==> config.mk <==
export PLATFORM = sky130hd
export DESIGN_NAME = sdblk_rx
export DESIGN_NICKNAME = d
export VERILOG_FILES = /design/src/rtl/sdrx_pkg.sv /design/src/rtl/sdrx_crc_acc.sv /design/src/rtl/sdrx_shreg.sv /design/src/rtl/sdblk_rx.sv
export SDC_FILE = /design/constraint.sdc
export NUM_CORES = 1
export LEC_CHECK = 0
export ABC_AREA = 1
export BUFFER_PORTS_ARGS = -buffer_cell sky130_fd_sc_hd__clkbuf_2
export CORE_ASPECT_RATIO = 0.5
export CORE_UTILIZATION = 54
export CTS_BUF_LIST = sky130_fd_sc_hd__clkbuf_4 sky130_fd_sc_hd__clkbuf_8 sky130_fd_sc_hd__clkbuf_16
export CTS_CLUSTER_SIZE = 16
export DETAILED_ROUTE_END_ITERATION = 12
export PLACE_DENSITY = 0.76
export SLEW_MARGIN = 0
export SYNTH_ARGS = -nofsm -noshare
export SYNTH_HDL_FRONTEND = slang
export SYNTH_SLANG_ARGS = --single-unit
export TNS_END_PERCENT = 50
==> constraint.sdc <==
create_clock -name clk -period 1.6 [get_ports clk]
set_input_delay 0 -clock clk [delete_from_list [all_inputs] [get_ports clk]]
set_output_delay 0 -clock clk [all_outputs]
set_load 0.01 [all_outputs]
==> src/rtl/sdrx_pkg.sv <==
package sdrx_pkg;
    typedef enum logic [1:0] {
        ST_IDLE,
        ST_DATA,
        ST_CRC,
        ST_STOP
    } rx_state_e;

    localparam int          CRC_W    = 16;
    localparam logic [15:0] CRC_POLY = 16'h1021;
    localparam int          BYTE_W   = 8;
endpackage

==> src/rtl/sdrx_crc_acc.sv <==
module sdrx_crc_acc #(
    parameter int          W    = 16,
    parameter logic [15:0] POLY = 16'h1021
) (
    input  logic         clk,
    input  logic         rst_n,
    input  logic         clr,
    input  logic         en,
    input  logic         bit_i,
    output logic [W-1:0] crc_o
);
    logic [W-1:0] crc_d, crc_q;
    logic         fb;

    always_comb begin
        fb    = crc_q[W-1] ^ bit_i;
        crc_d = crc_q;
        if (clr) begin
            crc_d = '0;
        end else if (en) begin
            crc_d = {crc_q[W-2:0], 1'b0} ^ (fb ? POLY[W-1:0] : '0);
        end
    end

    always_ff @(posedge clk or negedge rst_n) begin
        if (!rst_n) crc_q <= '0;
        else        crc_q <= crc_d;
    end

    assign crc_o = crc_q;
endmodule

==> src/rtl/sdrx_shreg.sv <==
module sdrx_shreg #(
    parameter int W = 8
) (
    input  logic         clk,
    input  logic         rst_n,
    input  logic         en,
    input  logic         bit_i,
    output logic [W-1:0] q_o
);
    logic [W-1:0] sh_d, sh_q;

    always_comb begin
        sh_d = en ? {sh_q[W-2:0], bit_i} : sh_q;
    end

    always_ff @(posedge clk or negedge rst_n) begin
        if (!rst_n) sh_q <= '0;
        else        sh_q <= sh_d;
    end

    assign q_o = sh_q;
endmodule

==> src/rtl/sdblk_rx.sv <==
module sdblk_rx
    import sdrx_pkg::*;
#(
    parameter int LEN_W = 12
) (
    input  logic             clk,
    input  logic             rst_n,
    input  logic             bit_en,
    input  logic             dat_in,
    input  logic [LEN_W-1:0] blk_len,
    output logic             byte_valid,
    output logic [7:0]       byte_data,
    output logic             blk_done,
    output logic             crc_err,
    output logic             frame_err
);
    localparam int BCNT_W = $clog2(CRC_W);
    localparam logic [BCNT_W-1:0] LAST_DBIT = BCNT_W'(BYTE_W - 1);
    localparam logic [BCNT_W-1:0] LAST_CBIT = BCNT_W'(CRC_W - 1);

    typedef struct packed {
        rx_state_e         state;
        logic [BCNT_W-1:0] bit_cnt;
        logic [LEN_W-1:0]  byte_cnt;
        logic [LEN_W-1:0]  len;
        logic              byte_valid;
        logic              done;
        logic              crc_err;
        logic              frame_err;
    } rx_regs_t;

    rx_regs_t r_d, r_q;

    logic              crc_clr, crc_en, dsh_en, csh_en;
    logic [CRC_W-1:0]  crc_calc, crc_rx;
    logic [BYTE_W-1:0] dsh_q;

    sdrx_crc_acc #(.W(CRC_W), .POLY(CRC_POLY)) u_crc (
        .clk   (clk),
        .rst_n (rst_n),
        .clr   (crc_clr),
        .en    (crc_en),
        .bit_i (dat_in),
        .crc_o (crc_calc)
    );

    sdrx_shreg #(.W(BYTE_W)) u_dsh (
        .clk   (clk),
        .rst_n (rst_n),
        .en    (dsh_en),
        .bit_i (dat_in),
        .q_o   (dsh_q)
    );

    sdrx_shreg #(.W(CRC_W)) u_csh (
        .clk   (clk),
        .rst_n (rst_n),
        .en    (csh_en),
        .bit_i (dat_in),
        .q_o   (crc_rx)
    );

    always_comb begin
        r_d            = r_q;
        r_d.byte_valid = 1'b0;
        r_d.done       = 1'b0;
        r_d.crc_err    = 1'b0;
        r_d.frame_err  = 1'b0;
        crc_clr        = 1'b0;
        crc_en         = 1'b0;
        dsh_en         = 1'b0;
        csh_en         = 1'b0;
        unique case (r_q.state)
            ST_IDLE: begin
                if (bit_en && !dat_in) begin
                    crc_clr      = 1'b1;
                    r_d.len      = blk_len;
                    r_d.bit_cnt  = '0;
                    r_d.byte_cnt = '0;
                    r_d.state    = (blk_len == '0) ? ST_CRC : ST_DATA;
                end
            end
            ST_DATA: begin
                if (bit_en) begin
                    crc_en      = 1'b1;
                    dsh_en      = 1'b1;
                    r_d.bit_cnt = r_q.bit_cnt + 1'b1;
                    if (r_q.bit_cnt == LAST_DBIT) begin
                        r_d.bit_cnt    = '0;
                        r_d.byte_valid = 1'b1;
                        r_d.byte_cnt   = r_q.byte_cnt + 1'b1;
                        if (r_q.byte_cnt == r_q.len - LEN_W'(1)) begin
                            r_d.state = ST_CRC;
                        end
                    end
                end
            end
            ST_CRC: begin
                if (bit_en) begin
                    csh_en      = 1'b1;
                    r_d.bit_cnt = r_q.bit_cnt + 1'b1;
                    if (r_q.bit_cnt == LAST_CBIT) begin
                        r_d.bit_cnt = '0;
                        r_d.state   = ST_STOP;
                    end
                end
            end
            default: begin
                if (bit_en) begin
                    r_d.done      = 1'b1;
                    r_d.frame_err = !dat_in;
                    r_d.crc_err   = (crc_calc != crc_rx);
                    r_d.state     = ST_IDLE;
                end
            end
        endcase
    end

    always_ff @(posedge clk or negedge rst_n) begin
        if (!rst_n) begin
            r_q <= '{state: ST_IDLE, default: '0};
        end else begin
            r_q <= r_d;
        end
    end

    assign byte_valid = r_q.byte_valid;
    assign byte_data  = dsh_q;
    assign blk_done   = r_q.done;
    assign crc_err    = r_q.crc_err;
    assign frame_err  = r_q.frame_err;
endmodule

# --- Yosys cells after proc, flatten, opt, wreduce, memory -nomap -nowiden ---
# Index checks and enable logic that the tools add are counted.
classes:
  addsub: 3
  eq_ne: 12
  n_mux: 24
  n_bitwise: 2
  reduce_logical: 13
op_table:
  columns: ["operator", "n"]
  rows:
  - ["two-way mux 18 bit", 2]
  - ["two-way mux 16 bit", 2]
  - ["two-way mux 30 bit", 1]
  - ["case mux 12 bit (2 select lines)", 1]
  - ["inequality test 16 bit", 1]
  - ["bitwise XOR 16 bit", 1]
  - ["two-way mux 13 bit", 1]
  - ["adder 12 x 1 -> 12 bit, second input constant", 1]
  - ["== test 12 bit", 1]
  - ["logical NOT 12 bit", 1]
  - ["two-way mux 6 bit", 2]
  - ["inequality test 2 bit, second input constant", 6]
  - ["case mux 4 bit (3 select lines)", 1]
  - ["subtractor 12 x 1 -> 12 bit, second input constant", 1]
  - ["two-way mux 1 bit", 8]
  - ["AND reduction 4 bit", 2]
  - ["AND reduction 7 bit", 1]
  - ["two-way mux 2 bit", 3]
  - ["two-way mux 3 bit", 2]
  - ["case mux 2 bit (3 select lines)", 1]
  - ["nonzero test 2 bit", 3]
  - ["adder 4 x 1 -> 4 bit, second input constant", 1]
  - ["== test 4 x 3 -> 1 bit, second input constant", 1]
  - ["== test 4 bit, second input constant", 1]
  - ["other kinds (9)", 9]
totals:
  reg_bits: 74
  input_bits: 16
  elab_cells: 65

# --- Logic depth before layout (Yosys ltp) ---
# Gate-level depths: netlist (run 1).
logic_depth:
  ltp_word: 6
  depth_mapped: 16
  ltp_nobuf: 16

# --- Modules after synthesis ---
# A second synthesis (run 1) with hierarchy kept.
unflattened:
  hier_cells: 513
  hier_area_um2: 4091.4
by_module_without_submodules:
  columns: ["module", "instances", "cells_per_inst", "area_each_um2", "seq_area_each_um2"]
  rows:
  - ["sdblk_rx", 1, 342, 2382.3, 850.8]
  - ["sdrx_crc_acc", 1, 69, 719.4, 400.4]
  - ["sdrx_shreg at u_csh", 1, 68, 684.4, 400.4]
  - ["sdrx_shreg at u_dsh", 1, 34, 305.3, 200.2]

# --- Worst setup path after synthesis (run 1) ---
# Ideal clock, no wire load.
synth_path:
  path_kind: "register to register"
  start: "reg r_q[33] (netlist bit)"
  end: "reg r_q[27] (netlist bit)"
  setup_ns: 0.119
  arrival_time_ns: 1.525
  required_ns: 1.481
  setup_slack_ns: -0.044
  path_stages_with_launch: 11
  path_buffers: 0
  path_cell_list: "dfrtp_1 inv_1 ha_1 inv_1 nand4_4 nand2_4 nand2_2 nor3_4 nand4_1 nand2_1 nor2_1"
synth_via:
  elab_chain_len: 3
  word_cells_on_any_way: 8
  classes_between: "eq/ne (4); mux (1); reduce/logical (3)"
synth_rtl:
  columns: ["element", "line_no", "source"]
  rows:
  - ["start, declared", "sdblk_rx.sv:32", "rx_regs_t r_d, r_q;"]
  - ["start signal, assigned", "sdblk_rx.sv:123", "r_q <= r_d;"]
  - ["== test 2 x 1 -> 1 bit or logical NOT 2 bit (tied branches)", "sdblk_rx.sv:73", "unique case (r_q.state)"]
  - ["inequality test 2 bit (no line) or nonzero test 2 bit (tied branches)", null, null]
  - ["AND reduction 4 bit (no line)", null, null]
# Several ways; a longest one is shown, not always the timed one.
# A chain may end at the register's enable or synchronous reset.

# --- Worst setup path after layout (run 1) ---
layout_path:
  start: "reg r_q[5] (netlist bit)"
  end: "reg r_q[33] (netlist bit)"
layout_via:
  elab_chain_len: 4
layout_rtl:
  columns: ["element", "line_no", "source"]
  rows:
  - ["subtractor 12 x 1 -> 12 bit", "sdblk_rx.sv:92", "if (r_q.byte_cnt == r_q.len - LEN_W'(1)) begin"]
  - ["== test 12 bit", "sdblk_rx.sv:92", null]
  - ["inequality test 2 bit (no line)", null, null]
  - ["AND reduction 7 bit (no line)", null, null]
# No other way between the ends.

==> results of run 1 <==
[synthesized netlist by cell type (7+ instances only)]
cell and number:
a21oi_1 14, nand2_1 136, inv_1 59, o22ai_1 18
nor2_1 38, dfrtp_1 74, inv_2 8, nand3_1 22
ha_1 7, o21ai_0 32, xor2_1 12
[what timing repair did]
| action | 4_1_cts | 5_1_grt |
|---|---|---|
| buffers inserted | 4 | 3 |
| hold buffers | 14 | 0 |
| setup endpoints to repair | 10 | 40 |
| gates resized for setup | 15 | 40 |
| endpoints found under the hold margin | 87 | 0 |
| pin swaps | 11 | 13 |
| gates cloned | 0 | 1 |
[power by group]
| group | total [mW] | leakage (nW) | switching, mW | internal, mW |
|---|---|---|---|---|
| clock | 2.21 | 0.164 | 0.766 | 1.44 |
| sequential | 2.35 | 0.991 | 0.210 | 2.14 |
| combinational | 2.10 | 1.36 | 1.21 | 0.896 |
[worst paths after layout]
| check | start | end | slack, ns | cells past startpoint |
|---|---|---|---|---|
| max in group asynchronous | rst_n | u_csh.q_o[9]$_DFFE_PN0P_ | 0.92 | 3 |
| worst min register to register | u_dsh.q_o[7]$_DFFE_PN0P_ | u_dsh.q_o[7]$_DFFE_PN0P_ | 0.48 | 2 |
| worst min-delay path | rst_n | r_q[13]$_DFFE_PN0P_ | 0.12 | 2 |
| worst max-delay path | r_q[5]$_DFFE_PN0P_ | r_q[33]$_DFFE_PN0P_ | -0.14 | 15 |
| worst max register to register | r_q[5]$_DFFE_PN0P_ | r_q[33]$_DFFE_PN0P_ | -0.14 | 15 |
| min in group clk | bit_en | blk_done$_DFF_PN0_ | 0.16 | 3 |
[sequential cells by signal, indices dropped and copies added, names as in the netlist]
signal       flops
crc_err          1
byte_valid       1
u_csh.q_o       16
blk_done         1
r_q             30
u_dsh.q_o        8
frame_err        1
u_crc.crc_o     16
[logic make-up after synthesis]
| family | synth area share (%) |
|---|---|
| simple gates | 26.6 |
| buf+inv | 7.82 |
| compound gates | 10.5 |
| flops | 48.2 |
| xor+xnor | 3.65 |
| fa+ha+maj | 2.28 |
| mux | 0.880 |
[per-stage QoR]
stage                     hold slack, ns  instance area, µm²  power, mW
after detailed placement         -0.0555                4330       4.13
after floorplan                   -0.296                3850       3.50
final                              0.122                5040       6.67
after global routing               0.157                5040       7.04
after global placement           -0.0652                4330       4.09
after CTS                          0.115                4880       6.47
[metal layers]
| metal | routed length (µm) | GRT usage (%) | part of all wire, % |
|---|---|---|---|
| met3 | 457 | 8.24 | 5.0 |
| met5 | 0 | 0 | 0 |
| met4 | 187 | 7.41 | 2.0 |
| met2 | 4340 | 40.7 | 47 |
| met1 | 4230 | 31.1 | 46 |
[layout make-up]
class | count | area (µm²)
clock buffers | 12 | 254
repair buffers | 79 | 624
clock inverters | 4 | 73.8
inverters | 68 | 268
fillers | 469 | 1740
flip-flops and latches | 74 | 1860
multi-input cells | 329 | 1850
well taps | 92 | 115
[placed cells by master (no fill, tap or decap), drive strengths merged, types with 2 or more instances in the layout]
| cell | count |
|---|---|
| nor3 | 7 |
| nor2 | 42 |
| mux2 | 3 |
| a21oi | 14 |
| dfrtp | 74 |
| nand4 | 7 |
| o211ai | 2 |
| clkinv | 2 |
| nand3 | 23 |
| a31oi | 2 |
| nand3b | 3 |
| buf | 38 |
| clkbuf | 39 |
| inv | 68 |
| o21ai | 37 |
| nor4 | 2 |
| ha | 7 |
| o22ai | 18 |
| bufinv | 2 |
| dlygate4sd3 | 14 |
| xnor2 | 4 |
| xor2 | 12 |
| nand2 | 142 |
==> results.tsv, run 1 <==
stage	metric	value	unit
timing	slew_headroom	68.9	%
logic_synthesis	syn-num-nets	503	
logic_synthesis	syn_area	0.00384	mm²
place	io_buffers	27	
clocking	cts_max_level	3	
logic_synthesis	syn_area_per_cell	8.00	µm²
detailed_routing	dr.pass1.iters	5	
place	placedCellCount	622	
timing	drv_slew	0	
clocking	cts_num_sinks	74	
job	cap_violations	0	
timing	max_freq	0.574	GHz
finish	final_cells	658	
die	fp-row-count	21	
finish	utilization	74.3	%
place	place_congestion	0.875	
outcome	violations	setup timing	
logic_synthesis	ys_seq_area_share	48.2	%
die	die_x	121	µm
setup_path	crit_chain	inv_2 > ha_4 > inv_2 > nand2_1 > nand2_1 > nor2_1 > nand3_1 > nor2_1 > nand2_1 > nor2_1 > nand3_1 > nand2_2 > nand2_2 > nand2_1 > nand2_1	
logic_synthesis	syn_inst	480	
detailed_routing	wl	9220	µm
worst_hold_path	min_path_type	primary input to asynchronous set/reset pin	
logic_synthesis	synth.ff_latch_count	74	
timing	skew	0.00526	ns
place	dp_hpwl	5690	µm
timing	rsz0062_at_grt	yes	
place	dp_slack	-0.140	ns
clocking	clkTransAtPathRegs	0.06	ns
timing	worst_slack	-0.141	ns
global_routing	grt_antenna_before_repair	0	
setup_path	slowest_delay	0.36	ns
outcome	status	complete, but fails checks	
power_and_ir_drop	ir_drop	0.835	mV
finish	area_delta_synth_final	31.2	%
logic_synthesis	synth_cell_type_count	35	
logic_synthesis	synth.largest_area_cell	dfrtp_1	
die	fp.dieH	61.6	µm
global_routing	track_usage	24.4	%
detailed_routing	wire_per_inst	14.0	µm
setup_path	cp_max_fo	3	
power_and_ir_drop	leakagePower	2.51	nW
detailed_routing	ant_nets	0	
setup_path	arrival	1.97	ns
power_and_ir_drop	power.density	1320	mW/mm²
global_routing	grt_pass1_vias	2997	
detailed_routing	drc	0	
finish	insertedDiodeCount	0	
setup_path	crit_buf_inv	2	
clocking	cts_buffer_depth	2	
timing	finalHoldViolCount	0	
die	ioPinCount	28	
logic_synthesis	synth_top_area_share	48.2	%
setup_path	criticalPathCategory	register to register	
timing	fin_crit_sh	109	%
clocking	cts_root_buf	clkbuf_16	
logic_synthesis	synth.area.top_cells	dfrtp_1 (48%), nand2_1 (13%), inv_1 (5.8%)	
setup_path	path_delay_family	simple AND/OR/NAND/NOR gates	
timing	setup_violations	6	
global_routing	grt_max_degree	33	
finish	fin_nets	584	
timing	final.setup.tns	-0.409	ns
clocking	cts_tree	done	
timing	worst_pin_slew	0.463	ns
global_routing	grt_pass1_wl	13500	µm
global_routing	overflow	0	
logic_synthesis	synthFlopType	dfrtp_1	
detailed_routing	vias	3439	
setup_path	worst_setup_path_start_kind	register	
logic_synthesis	yosysWarnings	0	
detailed_routing	drt-initial-drc-count	227	
setup_path	cpMostUsedCell	nand2_1	
clocking	insertion_delay	0.34	ns
finish	drive_gt1_share	25.1	%
setup_path	cp_slowest_cell	dfrtp_1	
timing	period_needed	1.74	ns
die	start_util	56.6	%
die	core	0.00678	mm²
die	dieArea	0.00747	mm²
clocking	cts_buffers	9	
setup_path	required	1.83	ns
logic_synthesis	async_reset_ff_share	100	%
detailed_routing	viasPerCell	5.23	
logic_synthesis	synth_edf_count	0	
setup_path	cp-end-kind	register	
Note: power is estimated with default switching activity, not from simulation.
==> inputs of run 2 (changes only) <==
==> constraint.sdc (replaced) <==
create_clock -name clk -period 1.6 [get_ports clk]
set_input_delay 0.16 -clock clk [delete_from_list [all_inputs] [get_ports clk]]
set_output_delay 0.16 -clock clk [all_outputs]
set_load 0.01 [all_outputs]
==> run 2 against run 1 <==
Compared with the run above:
- the run still ends with setup timing left
- global-route usage is 1.1 points lower
- sequential cell count stayed put
- first-iteration DRC count is 1.8% lower
- critical path type unchanged
- highest routed layer unchanged
==> results.tsv, run 2 (synthesized netlist as in run 1, its figures left out) <==
stage	metric	value	unit	change
timing	worst_slack	-0.130	ns	was -0.141 ns
detailed_routing	wl	8670	µm	was 9220 µm
power_and_ir_drop	ir_drop	0.753	mV	was 0.835 mV
power_and_ir_drop	power	6.49	mW	was 6.67 mW
setup_path	cp_max_fo	4		was 3
timing	max_freq	0.578	GHz	was 0.574 GHz
clocking	cts_buffer_depth	2		unchanged
timing	worst_pin_slew	0.480	ns	was 0.463 ns
place	io_buffers	27		unchanged
setup_path	r2r_end	r_q[25]$_DFFE_PN0P_		was r_q[33]$_DFFE_PN0P_
outcome	status	complete, but fails checks		unchanged
die	fp-row-count	21		unchanged
detailed_routing	wire_per_inst	13.3	µm	was 14.0 µm
timing	setup_violations	7		was 6
timing	slew_headroom	67.8	%	was 68.9%
job	cap_violations	0		unchanged
die	die_x	121	µm	unchanged
place	dp_hpwl	5820	µm	was 5690 µm
worst_hold_path	hold_start	blk_len[4]		
clocking	cts_max_level	3		unchanged
detailed_routing	viasPerCell	5.16		was 5.23
global_routing	grt_antenna_before_repair	0		unchanged
setup_path	arrival	1.98	ns	was 1.97 ns
timing	drv_slew	0		unchanged
setup_path	worst_setup_path_start_kind	register		unchanged
die	ioPinCount	28		unchanged
finish	mostFrequentLayoutCell	nand2_1		unchanged
clocking	cts_num_sinks	74		unchanged
finish	layout_common_cells	nand2_1 (126), dfrtp_1 (73), inv_1 (53), buf_4 (39), nor2_1 (37)		was nand2_1 (129), dfrtp_1 (71), inv_1 (53), nor2_1 (36), buf_4 (31)
detailed_routing	vias	3357		was 3439
timing	fin_crit_sh	108	%	was 109%
worst_hold_path	hold_end	r_q[8]$_DFFE_PN0P_		
global_routing	overflow	0		unchanged
timing	skew	0.00376	ns	was 0.00526 ns
finish	insertedDiodeCount	0		unchanged
die	dieArea	0.00747	mm²	unchanged
global_routing	grt_pass1_wl	13200	µm	was 13500 µm
detailed_routing	drc	0		unchanged
finish	utilization	72.2	%	was 74.3%
timing	rsz0062_at_grt	yes		unchanged
setup_path	cp-end-kind	register		unchanged
global_routing	grt_pass1_vias	2888		was 2997
setup_path	required	1.85	ns	was 1.83 ns
die	core	0.00678	mm²	unchanged
die	fp.dieH	61.6	µm	unchanged
clocking	cts_root_buf	clkbuf_16		unchanged
clocking	clkTransAtPathRegs	0.06	ns	about the same
worst_hold_path	whs_path_depth	3		
setup_path	r2r-start	r_q[29]$_DFFE_PN0P_		was r_q[5]$_DFFE_PN0P_
setup_path	criticalPathCategory	register to register		unchanged
setup_path	ff2ff_path_depth	10		was 15
timing	period_needed	1.73	ns	was 1.74 ns
die	start_util	56.6	%	unchanged
clocking	cts_buffers	9		unchanged
outcome	violations	setup timing		unchanged
detailed_routing	ant_nets	0		unchanged
power_and_ir_drop	power.density	1330	mW/mm²	was 1320 mW/mm²
finish	area_delta_synth_final	27.5	%	was 31.2%
timing	final.setup.tns	-0.663	ns	was -0.409 ns
place	place_congestion	0.896		was 0.875
clocking	insertion_delay	0.33	ns	was 0.34 ns
finish	fin_nets	577		was 584
finish	largest-register	r_q		unchanged
finish	largest_reg_flops	30		unchanged
global_routing	grt_max_degree	33		unchanged
global_routing	track_usage	23.4	%	was 24.4%
worst_hold_path	min_path_type	primary input to register		was primary input to asynchronous set/reset pin
setup_path	worst-r2r-setup-slack	-0.13	ns	was -0.14 ns
power_and_ir_drop	leakagePower	2.46	nW	was 2.51 nW
clocking	cts_tree	done		unchanged
finish	n_fill_cell	495		was 469
finish	drive_gt1_share	25.8	%	was 25.1%
detailed_routing	drt-initial-drc-count	223		was 227
timing	finalHoldViolCount	0		unchanged
detailed_routing	dr.pass1.iters	5		unchanged
[run 2: how the worst max path moves through the flow]
| stage | startpoint | end | slack, ns | depth (start not counted) |
|---|---|---|---|---|
| finish | r_q[29]$_DFFE_PN0P_ | r_q[25]$_DFFE_PN0P_ | -0.13 | 10 |
| global route | r_q[4]$_DFFE_PN0P_ | r_q[33]$_DFFE_PN0P_ | -0.29 | 15 |
| CTS | r_q[5]$_DFFE_PN0P_ | r_q[32]$_DFFE_PN0P_ | -0.11 | 15 |
| detailed placement | r_q[4]$_DFFE_PN0P_ | r_q[32]$_DFFE_PN0P_ | -0.13 | 13 |
| global placement | r_q[5]$_DFFE_PN0P_ | r_q[33]$_DFFE_PN0P_ | -0.08 | 13 |
| floorplan | r_q[33]$_DFFE_PN0P_ | r_q[27]$_DFFE_PN0P_ | -0.02 | 11 |
[run 2: report_power, final]
group / internal, mW / switching (mW) / total, mW
clock: 1.35 / 0.736 / 2.09
sequential: 2.14 / 0.210 / 2.35
combinational: 0.863 / 1.18 / 2.04
total: 4.36 / 2.13 / 6.49
[run 2: final cells by class]
type                       instances  area (µm²)  area share (%)
inverter                          68         260            5.32
clock buffer                      13         274            5.60
sequential                        74        1850            37.9
timing repair buffer              72         518            10.6
tap                               92         115            2.35
clock inverter                     3        46.3           0.946
multi-input combinational        329        1830            37.3
[run 2: stage by stage]
| step | worst slack (ns) | hold slack (ns) | area [µm²] | std cells |
|---|---|---|---|---|
| 2_1_floorplan | -0.0227 | -0.136 | 3850 | 480 |
| 3_3_place_gp | -0.0761 | 0.107 | 4360 | 626 |
| 3_5_place_dp | -0.127 | 0.109 | 4360 | 626 |
| 4_1_cts | -0.109 | 0.0553 | 4700 | 644 |
| 5_1_grt | -0.292 | 0.0806 | 4890 | 651 |
| 6_report | -0.130 | 0.0638 | 4890 | 651 |
[run 2: what timing repair did]
action	4_1_cts	5_1_grt
setup endpoints to repair	9	40
hold buffers	1	0
gates resized for setup	2	43
cloned	0	0
pin swaps	4	15
endpoints found under the hold margin	27	0
buffers inserted	1	7
[run 2: critical path, cell delays in order (launching register included)]
cell and delay [ns]:
dfrtp_1 0.39, ha_2 0.21, nand2_2 0.08, nor2_4 0.12, nand3_4 0.10, nand2_4 0.10, nand2_4 0.06, nor3_4 0.27
buf_6 0.15, nand3_1 0.06, a21oi_1 0.12
[run 2: layer usage]
| layer | part of all wire (%) | track usage (%) | vias to the layer above | routed length, µm |
|---|---|---|---|---|
| li1 | - | - | 1692 | - |
| met1 | 46 | 30.4 | 1592 | 3990 |
| met2 | 49 | 39.5 | 62 | 4280 |
| met3 | 3.3 | 5.19 | 11 | 283 |
| met4 | 1.3 | 8.64 | 0 | 111 |
| met5 | 0 | 0 | - | 0 |
==> inputs of run 3 (changes only) <==
--- a/config.mk
+++ b/config.mk
@@ -7,9 +7,9 @@
 export LEC_CHECK = 0
 export ABC_AREA = 1
 export BUFFER_PORTS_ARGS = -buffer_cell sky130_fd_sc_hd__clkbuf_2
-export CORE_ASPECT_RATIO = 0.5
 export CORE_UTILIZATION = 54
 export CTS_BUF_LIST = sky130_fd_sc_hd__clkbuf_4 sky130_fd_sc_hd__clkbuf_8 sky130_fd_sc_hd__clkbuf_16
+export CTS_CLUSTER_DIAMETER = 50
 export CTS_CLUSTER_SIZE = 16
 export DETAILED_ROUTE_END_ITERATION = 12
 export PLACE_DENSITY = 0.76
==> run 3 against run 2 <==
Compared with the run above:
- the run still ends with setup timing left
- register-to-register slack about the same
- sequential share of layout area increased by 1.5 points
- sequential cell count unchanged
- utilization decreased by 3.3 points
- combinational power decreased by 4%
- total power decreased by 1.9%
- largest cell class unchanged
==> results.tsv, run 3 (synthesized netlist as in run 1, its figures left out) <==
stage	metric	value	unit	change
timing	finalHoldViolCount	0		unchanged
finish	layout_common_cells	nand2_1 (130), dfrtp_1 (74), inv_1 (55), nor2_1 (37), buf_4 (33)		was nand2_1 (126), dfrtp_1 (73), inv_1 (53), buf_4 (39), nor2_1 (37)
clocking	cts_max_level	3		unchanged
detailed_routing	vias	3369		was 3357
worst_hold_path	hold_end	r_q[9]$_DFFE_PN0P_		was r_q[8]$_DFFE_PN0P_
job	cap_violations	0		unchanged
detailed_routing	drt-initial-drc-count	200		was 223
timing	drv_slew	0		unchanged
clocking	insertion_delay	0.35	ns	was 0.33 ns
detailed_routing	ant_nets	0		unchanged
setup_path	worst-r2r-setup-slack	-0.13	ns	about the same
place	io_buffers	27		unchanged
outcome	status	complete, but fails checks		unchanged
setup_path	cp-end-kind	register		unchanged
setup_path	r2r_end	r_q[33]$_DFFE_PN0P_		was r_q[25]$_DFFE_PN0P_
global_routing	track_usage	24.8	%	was 23.4%
die	start_util	56.2	%	was 56.6%
finish	area_delta_synth_final	22.6	%	was 27.5%
finish	insertedDiodeCount	0		unchanged
timing	fin_crit_sh	108	%	about the same
timing	worst_slack	-0.130	ns	about the same
die	ioPinCount	28		unchanged
finish	fin_area	0.00471	mm²	was 0.00489 mm²
global_routing	grt_antenna_before_repair	0		unchanged
global_routing	grt_pass1_vias	3228		was 2888
worst_hold_path	min_path_type	primary input to register		unchanged
die	dieArea	0.00745	mm²	was 0.00747 mm²
clocking	clkTransAtPathRegs	0.08	ns	was 0.06 ns
global_routing	grt_pass1_wl	14200	µm	was 13200 µm
timing	skew	0.00992	ns	was 0.00376 ns
worst_hold_path	whs_path_depth	3		unchanged
finish	utilization	68.9	%	was 72.2%
finish	largest-register	r_q		unchanged
place	place_congestion	0.913		was 0.896
detailed_routing	wl	8540	µm	was 8670 µm
finish	n_fill_cell	538		was 495
timing	slew_headroom	62.8	%	was 67.8%
finish	multi_input_area	0.00176	mm²	was 0.00183 mm²
die	die_x	86.3	µm	was 121 µm
timing	period_needed	1.73	ns	about the same
timing	rsz0062_at_grt	yes		unchanged
clocking	cts_tree	done		unchanged
die	fp.dieH	86.3	µm	was 61.6 µm
global_routing	grt_max_degree	35		was 33
timing	whs	0.0239	ns	was 0.0638 ns
detailed_routing	dr.pass1.iters	6		was 5
clocking	cts_buffers	9		unchanged
finish	fin_nets	567		was 577
place	dp_hpwl	6230	µm	was 5820 µm
setup_path	required	1.85	ns	about the same
power_and_ir_drop	power	6.36	mW	was 6.49 mW
die	fp-row-count	30		was 21
setup_path	cp_max_fo	3		was 4
finish	largest_reg_flops	30		unchanged
global_routing	overflow	0		unchanged
finish	final_cells	645		was 651
detailed_routing	viasPerCell	5.22		was 5.16
place	placedCellCount	625		was 626
detailed_routing	drc	0		unchanged
setup_path	criticalPathCategory	register to register		unchanged
clocking	cts_num_sinks	74		unchanged
setup_path	r2r-start	r_q[5]$_DFFE_PN0P_		was r_q[29]$_DFFE_PN0P_
outcome	violations	setup timing		unchanged
place	dp_slack	-0.198	ns	was -0.127 ns
finish	drive_gt1_share	22.4	%	was 25.8%
setup_path	ff2ff_path_depth	15		was 10
die	core	0.00683	mm²	was 0.00678 mm²
timing	max_freq	0.578	GHz	about the same
setup_path	arrival	1.98	ns	about the same
place	place_area	0.00432	mm²	was 0.00436 mm²
finish	mostFrequentLayoutCell	nand2_1		unchanged
clocking	cts_buffer_depth	2		unchanged
timing	final.setup.tns	-0.578	ns	was -0.663 ns
power_and_ir_drop	leakagePower	2.36	nW	was 2.46 nW
timing	setup_violations	8		was 7
power_and_ir_drop	ir_drop	0.965	mV	was 0.753 mV
detailed_routing	wire_per_inst	13.2	µm	was 13.3 µm
timing	worst_pin_slew	0.554	ns	was 0.480 ns
setup_path	worst_setup_path_start_kind	register		unchanged
finish	regArea	0.00185	mm²	about the same
power_and_ir_drop	power.density	1350	mW/mm²	was 1330 mW/mm²
clocking	cts_root_buf	clkbuf_8		was clkbuf_16
worst_hold_path	hold_start	blk_len[5]		was blk_len[4]
[run 3: changes by cell type in the layout (fill, tap and decap cells not counted), moves of 3 or more]
cell       change
nand2_4        -3
o21ai_2        -3
clkbuf_8       +6
bufinv_16      +4
o21ai_1        +4
nand2_1        +4
buf_6          -4
clkbuf_16      -9
buf_4          -6
[run 3: worst max-delay path, cell delays in order, from the launching register on]
cell	delay, ns
dfrtp_1	0.37
inv_2	0.06
ha_4	0.27
inv_2	0.03
nand2_2	0.04
nand2_1	0.04
nor2_1	0.09
nand3_1	0.09
nor2_2	0.11
nand2_1	0.07
nor2_1	0.08
nand3_1	0.10
nand2_2	0.11
nand2_2	0.05
nand2_1	0.07
nand2_1	0.04
[run 3: worst max-delay path by stage]
stage | from | to | slack [ns] | cells past startpoint
after floorplan | r_q[33]$_DFFE_PN0P_ | r_q[27]$_DFFE_PN0P_ | -0.02 | 11
after global placement | r_q[5]$_DFFE_PN0P_ | r_q[32]$_DFFE_PN0P_ | -0.09 | 13
after detailed placement | r_q[5]$_DFFE_PN0P_ | r_q[33]$_DFFE_PN0P_ | -0.20 | 13
after CTS | r_q[5]$_DFFE_PN0P_ | r_q[32]$_DFFE_PN0P_ | -0.14 | 15
after global routing | r_q[5]$_DFFE_PN0P_ | r_q[32]$_DFFE_PN0P_ | -0.28 | 15
final | r_q[5]$_DFFE_PN0P_ | r_q[33]$_DFFE_PN0P_ | -0.13 | 15
[run 3: area by class of cell]
| class | count | area share (%) |
|---|---|---|
| inverter | 68 | 5.53 |
| clock inverter | 7 | 3.51 |
| timing repair buffer | 62 | 9.09 |
| multi-input combinational | 329 | 37.4 |
| tap | 96 | 2.55 |
| clock buffer | 9 | 2.63 |
| sequential | 74 | 39.3 |
[run 3: metal layers]
metal | up-vias | wire (µm) | part of all wire (%) | track usage, %
met1 | 1600 | 3770 | 44 | 31.1
met5 | - | 0 | 0 | 0
met2 | 70 | 4240 | 50 | 42.1
met4 | 0 | 166 | 1.9 | 8.79
met3 | 19 | 367 | 4.3 | 5.71
li1 | 1680 | - | - | -
[run 3: repair_timing]
action / CTS / global route
gates resized for setup: 7 / 17
hold buffers: 1 / 0
hold endpoints to repair: 31 / 0
endpoints found under the setup margin: 11 / 20
buffers inserted: 2 / 1
pin swaps: 4 / 5
[run 3: where the power goes]
part,switching (mW),total (mW),internal (mW)
Combinational,1.14,1.95,0.813
Clock,0.717,2.07,1.35
Sequential,0.206,2.34,2.14
